$ cat config.mk
export PLATFORM = sky130hd
export DESIGN_NAME = hbdb_top
export DESIGN_NICKNAME = d
export VERILOG_FILES = /design/src/rtl/hbdb_pkg.sv /design/src/rtl/hbdb_req_split.sv /design/src/rtl/hbdb_edge_delay.sv /design/src/rtl/hbdb_out_drive.sv /design/src/rtl/hbdb_top.sv
export SDC_FILE = /design/constraint.sdc
export NUM_CORES = 1
export LEC_CHECK = 0
export ABC_AREA = 1
export BUFFER_PORTS_ARGS = -buffer_cell sky130_fd_sc_hd__buf_2
export CAP_MARGIN = 20
export CORE_UTILIZATION = 33
export DETAILED_ROUTE_END_ITERATION = 16
export PLACE_DENSITY = 0.61
export REMOVE_ABC_BUFFERS = 1
export SLEW_MARGIN = 20
export SYNTH_ARGS = -nofsm -noshare
export SYNTH_HDL_FRONTEND = slang
export SYNTH_HIERARCHICAL = 1
export SYNTH_SLANG_ARGS = --single-unit
$ cat constraint.sdc
create_clock -name clk -period 1.76 [get_ports clk]
set_input_delay 0.176 -clock clk [delete_from_list [all_inputs] [get_ports clk]]
set_output_delay 0.176 -clock clk [all_outputs]
set_load 0.01 [all_outputs]
$ cat src/rtl/hbdb_pkg.sv
package hbdb_pkg;

  typedef enum logic [1:0] {
    SIDE_OFF  = 2'd0,
    SIDE_WAIT = 2'd1,
    SIDE_ON   = 2'd2
  } side_state_t;

  localparam int SIDE_UPPER = 0;
  localparam int SIDE_LOWER = 1;
  localparam int NUM_SIDES  = 2;

  // Remaining units after one more tick has been seen.
  function automatic logic [15:0] count_step(input logic [15:0] cur);
    return (cur == 16'd0) ? 16'd0 : cur - 16'd1;
  endfunction

  // True when the tick now being seen is the last one of the delay.
  function automatic logic count_last(input logic [15:0] cur);
    return cur == 16'd1;
  endfunction

  // Physical gate level from the logical on state and the invert setting.
  function automatic logic drive_level(input logic on, input logic inv);
    return on ^ inv;
  endfunction

endpackage

$ cat src/rtl/hbdb_req_split.sv
module hbdb_req_split
  import hbdb_pkg::*;
(
  input  logic                 pwm_i,
  output logic [NUM_SIDES-1:0] req_o
);
  always_comb begin
    req_o             = '0;
    req_o[SIDE_UPPER] = pwm_i;
    req_o[SIDE_LOWER] = ~pwm_i;
  end
endmodule

$ cat src/rtl/hbdb_edge_delay.sv
module hbdb_edge_delay
  import hbdb_pkg::*;
#(
  parameter int CNT_W = 7
) (
  input  logic             clk,
  input  logic             rst_n,
  input  logic             tick_i,
  input  logic             req_i,
  input  logic [CNT_W-1:0] dly_i,
  output logic             act_o
);
  localparam int PAD_W = 16 - CNT_W;

  side_state_t      state_q, state_d;
  logic [CNT_W-1:0] cnt_q, cnt_d;

  // Named events, visible to the assertions below.
  logic start_ev, zero_start, expire_ev, cancel_ev;
  logic [15:0] cnt_wide, cnt_next_wide;

  assign cnt_wide      = {{PAD_W{1'b0}}, cnt_q};
  assign cnt_next_wide = count_step(cnt_wide);
  assign start_ev      = (state_q == SIDE_OFF) && req_i;
  assign zero_start    = start_ev && (dly_i == '0);
  assign expire_ev     = (state_q == SIDE_WAIT) && req_i && tick_i && count_last(cnt_wide);
  assign cancel_ev     = (state_q == SIDE_WAIT) && !req_i;

  always_comb begin
    state_d = state_q;
    cnt_d   = cnt_q;
    unique case (state_q)
      SIDE_OFF: begin
        if (zero_start) begin
          state_d = SIDE_ON;
        end else if (start_ev) begin
          state_d = SIDE_WAIT;
          cnt_d   = dly_i;
        end
      end
      SIDE_WAIT: begin
        if (cancel_ev) begin
          state_d = SIDE_OFF;
        end else if (expire_ev) begin
          state_d = SIDE_ON;
        end else if (tick_i) begin
          cnt_d = cnt_next_wide[CNT_W-1:0];
        end
      end
      SIDE_ON: begin
        if (!req_i) state_d = SIDE_OFF;
      end
      default: state_d = SIDE_OFF;
    endcase
  end

  always_ff @(posedge clk or negedge rst_n) begin
    if (!rst_n) begin
      state_q <= SIDE_OFF;
      cnt_q   <= '0;
    end else begin
      state_q <= state_d;
      cnt_q   <= cnt_d;
    end
  end

  assign act_o = (state_q == SIDE_ON);

  assert_off_prompt_R3: assert property (@(posedge clk) disable iff (!rst_n)
    !req_i |=> !act_o);

  assert_wait_needs_tick_R4: assert property (@(posedge clk) disable iff (!rst_n)
    (state_q == SIDE_WAIT && !tick_i) |=> !act_o);

  assert_zero_direct_R5: assert property (@(posedge clk) disable iff (!rst_n)
    zero_start |=> act_o);

  assert_cnt_held_R7: assert property (@(posedge clk) disable iff (!rst_n)
    (state_q == SIDE_WAIT && !tick_i && req_i) |=> $stable(cnt_q));

  assert_cancel_off_R6: assert property (@(posedge clk) disable iff (!rst_n)
    cancel_ev |=> (state_q == SIDE_OFF));

endmodule

$ cat src/rtl/hbdb_out_drive.sv
module hbdb_out_drive
  import hbdb_pkg::*;
(
  input  logic act_i,
  input  logic inv_i,
  output logic gate_o
);
  assign gate_o = drive_level(act_i, inv_i);
endmodule

$ cat src/rtl/hbdb_top.sv
module hbdb_top
  import hbdb_pkg::*;
#(
  parameter int CNT_W = 7
) (
  input  logic             clk,
  input  logic             rst_n,
  input  logic             unit_tick,
  input  logic             pwm_in,
  input  logic [CNT_W-1:0] dead_cnt,
  input  logic             upper_inv,
  input  logic             lower_inv,
  output logic             gate_upper,
  output logic             gate_lower
);
  logic [NUM_SIDES-1:0] req;
  logic [NUM_SIDES-1:0] act;
  logic [NUM_SIDES-1:0] inv;
  logic [NUM_SIDES-1:0] gate;

  assign inv[SIDE_UPPER] = upper_inv;
  assign inv[SIDE_LOWER] = lower_inv;

  hbdb_req_split u_split (
    .pwm_i (pwm_in),
    .req_o (req)
  );

  for (genvar s = 0; s < NUM_SIDES; s++) begin : g_side
    hbdb_edge_delay #(.CNT_W(CNT_W)) u_dly (
      .clk    (clk),
      .rst_n  (rst_n),
      .tick_i (unit_tick),
      .req_i  (req[s]),
      .dly_i  (dead_cnt),
      .act_o  (act[s])
    );
    hbdb_out_drive u_drv (
      .act_i  (act[s]),
      .inv_i  (inv[s]),
      .gate_o (gate[s])
    );
  end

  assign gate_upper = gate[SIDE_UPPER];
  assign gate_lower = gate[SIDE_LOWER];

  assert_no_overlap_R2: assert property (@(posedge clk) disable iff (!rst_n)
    $countones(act) <= 1);

  always_comb begin
    if (!rst_n) assert_reset_off_R1: assert (act == '0);
  end

endmodule

After elaboration in Yosys (flattened, before gate mapping). Cells that the tools add are included.

Word-level logic and storage cells: 81. Output and inout bits: 2. Bits in registers: 18. Input port bits: 13.

Equality and inequality tests: 22. Bitwise logic cells: 3. Add/subtract/negate cells: 2. Muxes and demuxes: 26. Reductions and logical operators: 24.

Operator list (count): $mux W7 (12); $logic_not A16 Y1 (2); $pmux W7 S2 (2); $mux W2 (10); $ne A2 B2 Y1 const B (10); $eq A7 B1 Y1 const B (2); $sub A7 B1 Y7 const B (2); $logic_and A1 B1 Y1 (12); $ne A3 B1 Y1 const B (4); $pmux W2 S3 (2); $reduce_and A6 Y1 (2); $logic_not A7 Y1 (1); $reduce_and A3 Y1 (2); $eq A2 B1 Y1 const B (2); $eq A2 B2 Y1 const B (2); $logic_not A2 Y1 (2); $ne A2 B1 Y1 const B (2); $reduce_bool A2 Y1 (2); $xor A1 B1 Y1 (2); $logic_not A1 Y1 (1); $not A1 Y1 (1).

Longest topological paths before layout. Gate-level depths: netlist (run 1).

Depth in word-level cells: 7. Mapped depth: 9. Mapped depth without buffers: 9.

By module. Netlist (run 1), hierarchy kept.

By module, submodules not included: hbdb_edge_delay (instances 2, seq. area each 225.2 um^2, cells an instance 122, area an instance 759.5 um^2); hbdb_out_drive (instances 2, seq. area each 0.0 um^2, cells an instance 5, area an instance 18.8 um^2); hbdb_req_split (instances 1, seq. area each 0.0 um^2, cells an instance 2, area an instance 11.3 um^2).

Worst setup path before layout (run 1). OpenSTA, ideal clock, no wires.

Path kind: reg-to-reg. Start: reg g_side[0].u_dly.cnt_q[0]. End: reg g_side[0].u_dly.cnt_q[4]. Data arrival time: 1.093 ns. Path slack: 0.550 ns. Path buffers: 0. Data required time: 1.643 ns. Setup time: 0.117 ns. Cell stages (with the launch flop): 9. Clock period less this slack: 1.210 ns. Cells stage by stage: dfrtp_1 > inv_1 > ha_1 > nand2_1 > xnor2_1 > nand2_1 > nand2_1 > nand2_1 > nand2_1.

Longest elaborated chain between the ends: 6. Elaborated cells between the ends (all ways): 11. Those cells by class: add/sub (1); eq/ne (2); mux (5); reduce/logical (3).

Ends and longest elaborated chain: start: declaration (line hbdb_edge_delay.sv:16) `logic [CNT_W-1:0] cnt_q, cnt_d;`; start signal: assignment (line hbdb_edge_delay.sv:63) `cnt_q <= cnt_d;`; $sub A7 B1 Y7 / $logic_not A16 Y1 (equally long branches) (line hbdb_pkg.sv:15) `return (cur == 16'd0) ? 16'd0 : cur - 16'd1;`; $mux W7 (line hbdb_pkg.sv:15); $mux W7 (line hbdb_edge_delay.sv:46) `end else if (tick_i) begin`; $mux W7 (line hbdb_edge_delay.sv:44) `end else if (expire_ev) begin`; $mux W7 (line hbdb_edge_delay.sv:42) `if (cancel_ev) begin`; $pmux W7 S2 (line hbdb_edge_delay.sv:32) `unique case (state_q)`.

Parallel ways exist; a longest one is shown, timed or not. The select of a mux whose other input is x is not followed. A chain may end at the register's enable or synchronous reset.

Worst setup path after layout (run 1).
Start: reg g_side[1].u_dly.cnt_q[0]. End: reg g_side[1].u_dly.cnt_q[6].

Longest elaborated chain between the ends: 6. Elaborated cells between the ends (all ways): 11. Those cells by class: add/sub (1); eq/ne (2); mux (5); reduce/logical (3).

Ends and longest elaborated chain (line): start: declaration (hbdb_edge_delay.sv:16); start signal: assignment (hbdb_edge_delay.sv:63); $sub A7 B1 Y7 / $logic_not A16 Y1 (equally long branches) (hbdb_pkg.sv:15); $mux W7 (hbdb_pkg.sv:15); $mux W7 (hbdb_edge_delay.sv:46); $mux W7 (hbdb_edge_delay.sv:44); $mux W7 (hbdb_edge_delay.sv:42); $pmux W7 S2 (hbdb_edge_delay.sv:32).

Parallel ways exist; a longest one is shown, timed or not. The select of a mux whose other input is x is not followed.

==> results of run 1 <==
-- repair_timing --
action / CTS / global route
endpoints found under the hold margin: 18 / 0
endpoints found under the setup margin: 0 / 0
hold buffers: 1 / 0
-- tightest hold or removal path, delay by kind of cell --
| family | cells | cell delay [ns] |
|---|---|---|
| AND/OR/NAND/NOR | 1 | 0.06 |
| buffers and inverters | 1 | 0.13 |
| AO/OA/AOI/OAI | 1 | 0.05 |
-- synthesized netlist by cell type --
master	n
o21ai_1	2
o21bai_1	2
xnor2_1	4
nand4_1	6
ha_1	6
nor3_1	2
nor2_4	4
a211oi_2	2
nand2_2	2
inv_2	6
nor2_2	2
nand2_4	2
buf_4	1
nand3_1	12
nand2_1	108
dfrtp_1	18
inv_1	35
xor2_1	2
o21ai_0	8
nand3_2	2
nor2_1	30
-- registers in the layout, summed over array words and instances, names as in the netlist --
| signal | count |
|---|---|
| g_side.u_dly/cnt_q | 14 |
| g_side.u_dly/state_q | 4 |
-- path summary, 6_finish.rpt --
kind	startpoint	to	cells past startpoint
max in group asynchronous	rst_n	g_side[1].u_dly/state_q[1]$_DFFE_PN0P_	2
min in group asynchronous	rst_n	g_side[0].u_dly/cnt_q[0]$_DFFE_PN0P_	2
setup reg to reg	g_side[1].u_dly/cnt_q[0]$_DFFE_PN0P_	g_side[1].u_dly/cnt_q[6]$_DFFE_PN0P_	8
hold reg to reg	g_side[0].u_dly/cnt_q[6]$_DFFE_PN0P_	g_side[0].u_dly/cnt_q[6]$_DFFE_PN0P_	2
setup / recovery	g_side[1].u_dly/cnt_q[0]$_DFFE_PN0P_	g_side[1].u_dly/cnt_q[6]$_DFFE_PN0P_	8
hold / removal	pwm_in	g_side[0].u_dly/state_q[1]$_DFFE_PN0P_	3
-- power groups by stage --
stage | clock network [W] | logic (W) | registers, W
3_3_place_gp | 0 | 0.00159 | 0.000851
2_1_floorplan | 0 | 0.00129 | 0.000793
3_5_place_dp | 0 | 0.00160 | 0.000853
6_report | 0.000303 | 0.00160 | 0.000841
5_1_grt | 0.000336 | 0.00190 | 0.000889
4_1_cts | 0.000308 | 0.00162 | 0.000843
-- layer usage --
metal  vias to the layer above  routed length, um  GRT usage (%)
met5                         -                  0              0
met3                         4                113           1.85
li1                        815                  -              -
met4                         0                 46           5.33
met1                       668               1840           23.3
met2                        27               1560           27.0
-- stage by stage --
stage	utilization, %	worst slack [ns]	power (W)	hold slack, ns	instances
after detailed placement	37.9	0.339	0.00246	0.155	321
after global routing	39.0	0.166	0.00312	0.224	325
final	39.0	0.346	0.00275	0.195	325
after floorplan	-	0.550	0.00208	-0.120	255
after global placement	37.9	0.374	0.00244	0.154	321
after CTS	39.0	0.319	0.00277	0.199	325
-- area by class of cell --
type | count | area share [%]
multi-input cells | 196 | 54.7
flip-flops and latches | 18 | 25.8
inverters | 41 | 8.81
repair buffers | 15 | 4.58
well taps | 52 | 3.72
clock buffers | 3 | 2.36
-- logic make-up after synthesis --
| logic type | Yosys count |
|---|---|
| fa+ha+maj | 6 |
| flops | 18 |
| compound gates | 14 |
| buf+inv | 42 |
| simple gates | 170 |
| xor+xnor | 6 |
==> flow_summary.yaml, run 1 <==
outcome:
  outcome: "finished clean"
sta:
  fmax_ghz: 0.707
  rsz0062_at_grt: "no"
  min_period_ns: 1.41
  slew-limit-headroom_pct: 70.1
  finClkSkew_ns: 0.000712
  slew_violations: 0
  worst_pin_slew_ns: 0.448
  finalSetupViolCount: 0
  tns_ns: 0
  hold_viol_final: 0
  fin_crit_sh_pct: 80.3
worst_setup_path:
  cp_num_buf_inv: 1
  cpMostUsedCell: "nand2_1"
  arrival_ns: 1.62
  cpLargestDelayFamily: "flip-flops"
  reg2reg_slack_ns: 0.35
  slowest_delay_ns: 0.42
  cp_slowest_cell: "dfrtp_1"
  cp-start-kind: "flop"
  crit_fanout: 5
  cp-end-kind: "flop"
  crit_type: "flop to flop"
  crit_chain: "inv_1 -> ha_1 -> nand3_1 -> nand2_1 -> nand2_1 -> o21bai_1 -> nand2_1 -> nand2_1"
  cp.required_ns: 1.96
die:
  die_x_um: 70.9
  floorplan.initialDensity_pct: 35.0
  core.rowCount: 24
  fp.dieArea_um2: 5030
  ios: 15
  die_h_um: 70.9
  coreArea_um2: 4470
yosys:
  synth_xor_area_share_pct: 3.35
  synthMuxAreaShare_pct: 0
  syn-instance-count: 256
  yosysWarnings: 6
  yosys.area_share.simple_pct: 47.1
  synth_seq_area_share_pct: 28.7
  synth.avg_cell_area_um2: 6.12
  yosysUniqueCellTypes: 21
  syn_area_um2: 1570
  synth_top_area_share_pct: 28.7
  synth_largest_area_cell: "dfrtp_1"
  ys_ff_latch: 18
  synth_compound_area_share_pct: 5.75
  synth_top_family_by_area: "simple AND/OR/NAND/NOR gates"
  ys_top_cells_by_area: "dfrtp_1, nand2_1, inv_1, nor2_1, ha_1"
  yosys.area_share.adder_pct: 4.79
placement:
  hpwl_um: 2790
  dpl_cell_area_um2: 1700
  place_congestion: 0.831
  portBuffers: 14
layout:
  seqCellArea_um2: 450
  diodes: 0
  syn_to_final_growth_pct: 11.4
  fillers: 479
  multi_input_area_um2: 956
  nets: 294
  final_layout_size_suffix_gt1_share_pct: 13.6
  design_area_um2: 1750
  layout_commonest_cell: "nand2_1"
  layout_common_cells: "nand2_1, inv_1, nor2_1, dfrtp_1, buf_2"
clock_network:
  cts-htree-levels: 1
  numClockSinks: 18
  cts_tree: "done"
  postCtsSetupRepairBufs: 0
  path_clk_slew_ns: 0.07
  root_buffer: "clkbuf_8"
  clk_latency_ns: 0.26
  ctsResizeCount: 0
  clk_path_buf_depth: 2
  cts_buffers: 3
power_and_ir_drop:
  p_int_w: 0.00135
  swShare_pct: 51.0
  pwr-share-seq_pct: 30.6
  p_per_area_nw_per_um2: 1570
  p_clk_share_pct: 11.0
  p_leak_nw: 0.984
  pwr-share-comb_pct: 58.4
  p_sw_w: 0.00140
  ir_worst_vdd_uv: 680
routing:
  drt_wl_total_um: 3560
  routedWlPerCell_um: 11.0
  antenna_left: 0
  dr.pass1.iters: 10
  via_per_inst: 4.66
  drt_iter0_drc: 55
  dr_total_vias: 1514
  route.detailed.drc: 0
grt:
  grtUsageTotal_pct: 16.7
  grt_max_degree: 19
  antenna_found_initial: 0
  grt_pass1_vias: 1481
  grt_pass1_wl_um: 6710
  grt_overflow_total: 0
min_path:
  hold_path_class: "input pin to flop"
run:
  maxCapViolCount: 0
Power figures use the tool's default switching activity.
==> run 2: changes to the inputs <==
PLACE_DENSITY = 0.62   (was 0.61)
clock period = 1.3 ns   (was 1.76 ns; I/O delays follow)
==> run 2 against run 1 <==
The flow now finishes with violations (setup timing). Critical path depth shrank 2. Critical path type is now flop to primary output. Setup slack lost 0.37 ns. Sequential cell count is the same. Cell area grew 25%. Power grew 80%. Routed wire length grew 13%.
==> flow_summary.yaml, run 2 (same netlist as run 1, synthesis figures left out) <==
routing:
  route.detailed.drc: 0
  drt_wl_total_um: 4020
  routedWlPerCell_um: 11.6
  dr_total_vias: 1659
  drt_iter0_drc: 89
  dr.pass1.iters: 6
  antenna_left: 0
  via_per_inst: 4.78
min_path:
  hold_path_class: "input pin to flop"
  whs_endpoint: "g_side[0].u_dly/state_q[1]$_DFFE_PN0P_"
  hp-start: "pwm_in"
  min_path_cells: 3
sta:
  finClkSkew_ns: 0.000710
  slew-limit-headroom_pct: 70.3
  min_period_ns: 1.32
  hold_viol_final: 0
  slew_violations: 0
  finalSetupViolCount: 2
  fmax_ghz: 0.756
  fin_crit_sh_pct: 102
  worst_pin_slew_ns: 0.446
  layout_setup_ws_ns: -0.0220
  rsz0062_at_grt: "yes"
  tns_ns: -0.0235
worst_setup_path:
  crit_chain: "buf_6 -> nor2_4 -> inv_1 -> nand2_1 -> nand2_1 -> buf_2"
  cpMostUsedCell: "nand2_1"
  arrival_ns: 1.19
  crit_fanout: 4
  cp_slowest_cell: "dfrtp_2"
  cp.required_ns: 1.17
  crit_start: "g_side[0].u_dly/state_q[0]$_DFFE_PN0P_"
  r2r-start: "g_side[1].u_dly/state_q[1]$_DFFE_PN0P_"
  worstRegToRegCells: 6
  crit_type: "flop to primary output"
  slowest_delay_ns: 0.45
  cp-start-kind: "flop"
  rr_endpoint: "g_side[1].u_dly/cnt_q[1]$_DFFE_PN0P_"
  cp-end-kind: "primary output"
  reg2reg_slack_ns: 0
layout:
  final_cells: 347
  seqCellArea_um2: 455
  layout_common_cells: "nand2_1, inv_1, nor2_1, buf_4"
  multi_input_area_um2: 1190
  reg.largest.list: "g_side.u_dly/cnt_q (14), g_side.u_dly/state_q (4)"
  diodes: 0
  final_layout_size_suffix_gt1_share_pct: 36.3
  nets: 316
  fillers: 446
  largest_reg_flops: 14
  syn_to_final_growth_pct: 38.9
  layout_commonest_cell: "nand2_1"
  largest_register: "g_side.u_dly/cnt_q"
die:
  die_h_um: 70.9
  core.rowCount: 24
  floorplan.initialDensity_pct: 35.0
  coreArea_um2: 4470
  die_x_um: 70.9
  ios: 15
  fp.dieArea_um2: 5030
grt:
  grt_max_degree: 19
  grt_overflow_total: 0
  grt_pass1_vias: 1579
  grt_pass1_wl_um: 6760
  antenna_found_initial: 0
  grtUsageTotal_pct: 17.0
clock_network:
  cts_tree: "done"
  cts-htree-levels: 1
  root_buffer: "clkbuf_8"
  clk_path_buf_depth: 2
  numClockSinks: 18
  cts_buffers: 3
  path_clk_slew_ns: 0.07
  clk_latency_ns: 0.26
placement:
  portBuffers: 14
  placed_cells: 335
  place_congestion: 0.771
  hpwl_um: 2850
power_and_ir_drop:
  ir_worst_vdd_uv: 984
  p_leak_nw: 1.11
  p_per_area_nw_per_um2: 2280
run:
  maxCapViolCount: 0
outcome:
  failed_checks: "setup timing"
  outcome: "finished with violations"
[run 2: cell types whose count changed in the layout (fill, tap and decap cells not counted), sizes merged]
cell / previous run / this run
buf: 14 / 36
[run 2: worst max-delay path, delay by kind of cell (launching register included)]
family	cells	cell delay [ns]
buffers and inverters	3	0.31
DFF	1	0.45
and+or+nand+nor	3	0.18
[run 2: worst max-delay path by stage]
stage	end
2_1_floorplan	g_side[0].u_dly/cnt_q[4]$_DFFE_PN0P_
3_3_place_gp	g_side[0].u_dly/cnt_q[0]$_DFFE_PN0P_
3_5_place_dp	g_side[1].u_dly/cnt_q[6]$_DFFE_PN0P_
4_1_cts	gate_upper
5_1_grt	g_side[0].u_dly/cnt_q[5]$_DFFE_PN0P_
6_report	gate_upper
[run 2: stage by stage]
| step | setup WS, ns | total power, W | util [%] | hold slack, ns | area, um2 |
|---|---|---|---|---|---|
| floorplan | 0.0903 | 0.00282 | - | -0.166 | 1560 |
| global placement | -0.00325 | 0.00358 | 40.2 | 0.0969 | 1800 |
| detailed placement | -0.0261 | 0.00363 | 40.2 | 0.100 | 1800 |
| CTS | -0.0130 | 0.00441 | 44.0 | 0.148 | 1970 |
| global route | -0.0937 | 0.00546 | 48.7 | 0.176 | 2180 |
| finish | -0.0220 | 0.00496 | 48.7 | 0.148 | 2180 |
[run 2: per-layer routing]
layer	up-vias	GRT usage, %	share of wire (%)	wire length, um
li1	860	-	-	-
met1	766	21.4	47	1870
met2	26	29.7	49	1980
met3	7	1.99	2.5	99
met4	0	6.22	1.8	71
met5	-	0	0	0
[run 2: area by class of cell]
type | instances | share of cell area [%]
sequential | 18 | 20.9
multi-input combinational | 196 | 54.7
tap | 52 | 2.99
timing repair buffer | 37 | 12.3
clock buffer | 3 | 1.90
inverter | 41 | 7.18
[run 2: repair_timing]
action,4_1_cts,5_1_grt
hold buffers,1,0
endpoints found under the setup margin,15,19
setup buffers,5,3
gates resized for setup,20,56
pin swaps,10,27
endpoints found under the hold margin,18,0
[run 2: report_power, final]
| part | internal, W | leakage [nW] | switching, W |
|---|---|---|---|
| sequential | 0.000836 | 0.221 | 0.000358 |
| clock | 0.000207 | 0.0216 | 0.000202 |
| combinational | 0.00150 | 0.872 | 0.00186 |
==> run 3: changes to the inputs <==
--- a/config.mk
+++ b/config.mk
@@ -7,3 +7,2 @@
 export LEC_CHECK = 0
-export ABC_AREA = 1
 export BUFFER_PORTS_ARGS = -buffer_cell sky130_fd_sc_hd__buf_2
@@ -12,4 +11,5 @@
 export DETAILED_ROUTE_END_ITERATION = 16
-export PLACE_DENSITY = 0.62
+export PLACE_DENSITY = 0.63
 export REMOVE_ABC_BUFFERS = 1
+export SKIP_CTS_REPAIR_TIMING = 1
 export SLEW_MARGIN = 20
==> constraint.sdc (replaced) <==
create_clock -name clk -period 1.3 [get_ports clk]
set_input_delay 0.26 -clock clk [delete_from_list [all_inputs] [get_ports clk]]
set_output_delay 0.26 -clock clk [all_outputs]
set_load 0.01 [all_outputs]
==> run 3 against run 2 <==
The run still ends with setup timing left. Largest cell class unchanged. Clock power grew 13%. Clock-buffer cell count rose by 1. Critical path type is now flop to flop. Final cell count down 22%. Die area decreased by 16%.
==> flow_summary.yaml, run 3 <==
worst_setup_path:
  crit_type: "flop to flop"
  rr_endpoint: "g_side[0].u_dly/cnt_q[1]$_DFFE_PN0P_"
  cp-end-kind: "flop"
  arrival_ns: 2.02
  r2r-start: "g_side[0].u_dly/cnt_q[5]$_DFFE_PN0P_"
  reg2reg_slack_ns: -0.58
  crit_start: "g_side[0].u_dly/cnt_q[5]$_DFFE_PN0P_"
  worstRegToRegCells: 4
  cp-start-kind: "flop"
  cp.required_ns: 1.43
  crit_fanout: 7
die:
  die_x_um: 64.8
  die_h_um: 64.8
  fp.dieArea_um2: 4200
  coreArea_um2: 3720
  core.rowCount: 22
  ios: 15
  floorplan.initialDensity_pct: 35.1
yosys:
  yosysUniqueCellTypes: 31
  synth_top_area_share_pct: 34.6
  ys_ff_latch: 18
  ys_top_cells_by_area: "dfrtp_1, a22o_1, ha_1, o22ai_1, nand2_1"
  yosys-top-cells-count: "dfrtp_1, nand2_1, a22o_1, nor2_1, o22ai_1"
  yosysWarnings: 6
  synth_seq_area_share_pct: 34.6
  synth.avg_cell_area_um2: 8.92
  synthArstFlopShare_pct: 100
  synth_largest_area_cell: "dfrtp_1"
  syn_area_um2: 1300
  yosys.cell_count.top_type: "dfrtp_1"
  synth-edff-count: 0
  syn-instance-count: 146
  synthFlopType: "dfrtp_1"
outcome:
  outcome: "finished with violations"
  failed_checks: "setup timing"
sta:
  fmax_ghz: 0.532
  rsz0062_at_grt: "yes"
  finalSetupViolCount: 20
  finClkSkew_ns: 0.0114
  worst_pin_slew_ns: 0.429
  slew-limit-headroom_pct: 71.4
  whs_ns: 0.275
  slew_violations: 0
  min_period_ns: 1.88
  hold_viol_final: 0
  fin_crit_sh_pct: 145
  layout_setup_ws_ns: -0.581
min_path:
  hold_path_class: "input pin to flop"
  min_path_cells: 2
  whs_endpoint: "g_side[0].u_dly/state_q[1]$_DFFE_PN0P_"
  hp-start: "pwm_in"
routing:
  drt_iter0_drc: 94
  dr_total_vias: 1468
  drt_wl_total_um: 4060
  antenna_left: 0
  via_per_inst: 5.40
  route.detailed.drc: 0
  routedWlPerCell_um: 14.9
  dr.pass1.iters: 4
grt:
  grt_max_degree: 19
  grt_pass1_wl_um: 6330
  grt_overflow_total: 0
  grtUsageTotal_pct: 19.3
  antenna_found_initial: 0
  grt_pass1_vias: 1373
layout:
  reg.largest.list: "g_side.u_dly/cnt_q (14), g_side.u_dly/state_q (4)"
  multi_input_area_um2: 877
  seqCellArea_um2: 450
  syn_to_final_growth_pct: 57.8
  largest_register: "g_side.u_dly/cnt_q"
  nets: 244
  fillers: 339
  diodes: 0
  layout_common_cells: "buf_4, dfrtp_1, nand2_1, buf_2"
  layout_commonest_cell: "buf_4"
  largest_reg_flops: 14
  final_layout_size_suffix_gt1_share_pct: 44.6
power_and_ir_drop:
  ir_worst_vdd_uv: 1260
  p_per_area_nw_per_um2: 1620
  p_leak_nw: 0.978
clock_network:
  cts-htree-levels: 1
  root_buffer: "clkbuf_8"
  clk_path_buf_depth: 2
  path_clk_slew_ns: 0.06
  clk_latency_ns: 0.26
  numClockSinks: 18
  cts_tree: "done"
  cts_buffers: 3
placement:
  place_ws_ns: -0.692
  portBuffers: 14
  hpwl_um: 2870
  place_congestion: 0.979
run:
  maxCapViolCount: 0
## run 3: worst max-delay path by stage
stage	endpoint
2_1_floorplan	g_side[0].u_dly/cnt_q[1]$_DFFE_PN0P_
3_3_place_gp	g_side[0].u_dly/cnt_q[1]$_DFFE_PN0P_
6_report	g_side[0].u_dly/cnt_q[1]$_DFFE_PN0P_
5_1_grt	g_side[0].u_dly/cnt_q[2]$_DFFE_PN0P_
3_5_place_dp	g_side[1].u_dly/cnt_q[1]$_DFFE_PN0P_
4_1_cts	g_side[0].u_dly/cnt_q[1]$_DFFE_PN0P_
## run 3: power breakdown
group / switching, W / total, W / leakage (nW) / internal (W)
Clock: 0.000193 / 0.000462 / 0.0288 / 0.000269
Combinational: 0.000913 / 0.00198 / 0.726 / 0.00107
Sequential: 0.000127 / 0.000878 / 0.223 / 0.000751
Total: 0.00123 / 0.00332 / 0.978 / 0.00209
## run 3: cells by family (layout without fill, tap and decap cells)
group / Yosys count / after routing / synth area share, %
adder cells (fa/ha/maj): 6 / 6 / 5.76
AND/OR/NAND/NOR: 58 / 58 / 22.9
AO/OA/AOI/OAI: 46 / 46 / 26.5
multiplexers: 4 / 4 / 3.84
flip-flops: 18 / 18 / 34.6
XOR/XNOR: 2 / 2 / 1.35
buffers and inverters: 12 / 90 / 5.09
## run 3: metal layers
| metal | GRT usage, % | routed length [um] |
|---|---|---|
| met5 | 0 | 0 |
| met4 | 4.44 | 76 |
| met3 | 3.35 | 175 |
| met2 | 34.2 | 2110 |
| met1 | 24.1 | 1690 |
## run 3: critical path, stage by stage (launching register included)
cell	delay (ns)
dfrtp_1	0.38
or4_4	0.54
o31a_1	0.27
or2_4	0.28
mux2_4	0.30
## run 3: cell type report
type                    instances  area share, %
inverters                       5          0.913
multi-input cells             116           42.7
flip-flops and latches         18           21.9
clock buffers                   4           2.68
repair buffers                 81           28.9
well taps                      48           2.92
## run 3: per-stage QoR
step,area (um2),std cells,util [%],total power (W),setup TNS [ns]
global placement,1840,262,49.6,0.00253,-9.19
detailed placement,1840,262,49.6,0.00259,-9.85
global route,2060,272,55.3,0.00357,-9.65
floorplan,1250,139,-,0.00166,-10.60
finish,2060,272,55.3,0.00332,-8.71
CTS,1900,266,51.1,0.00308,-10.74
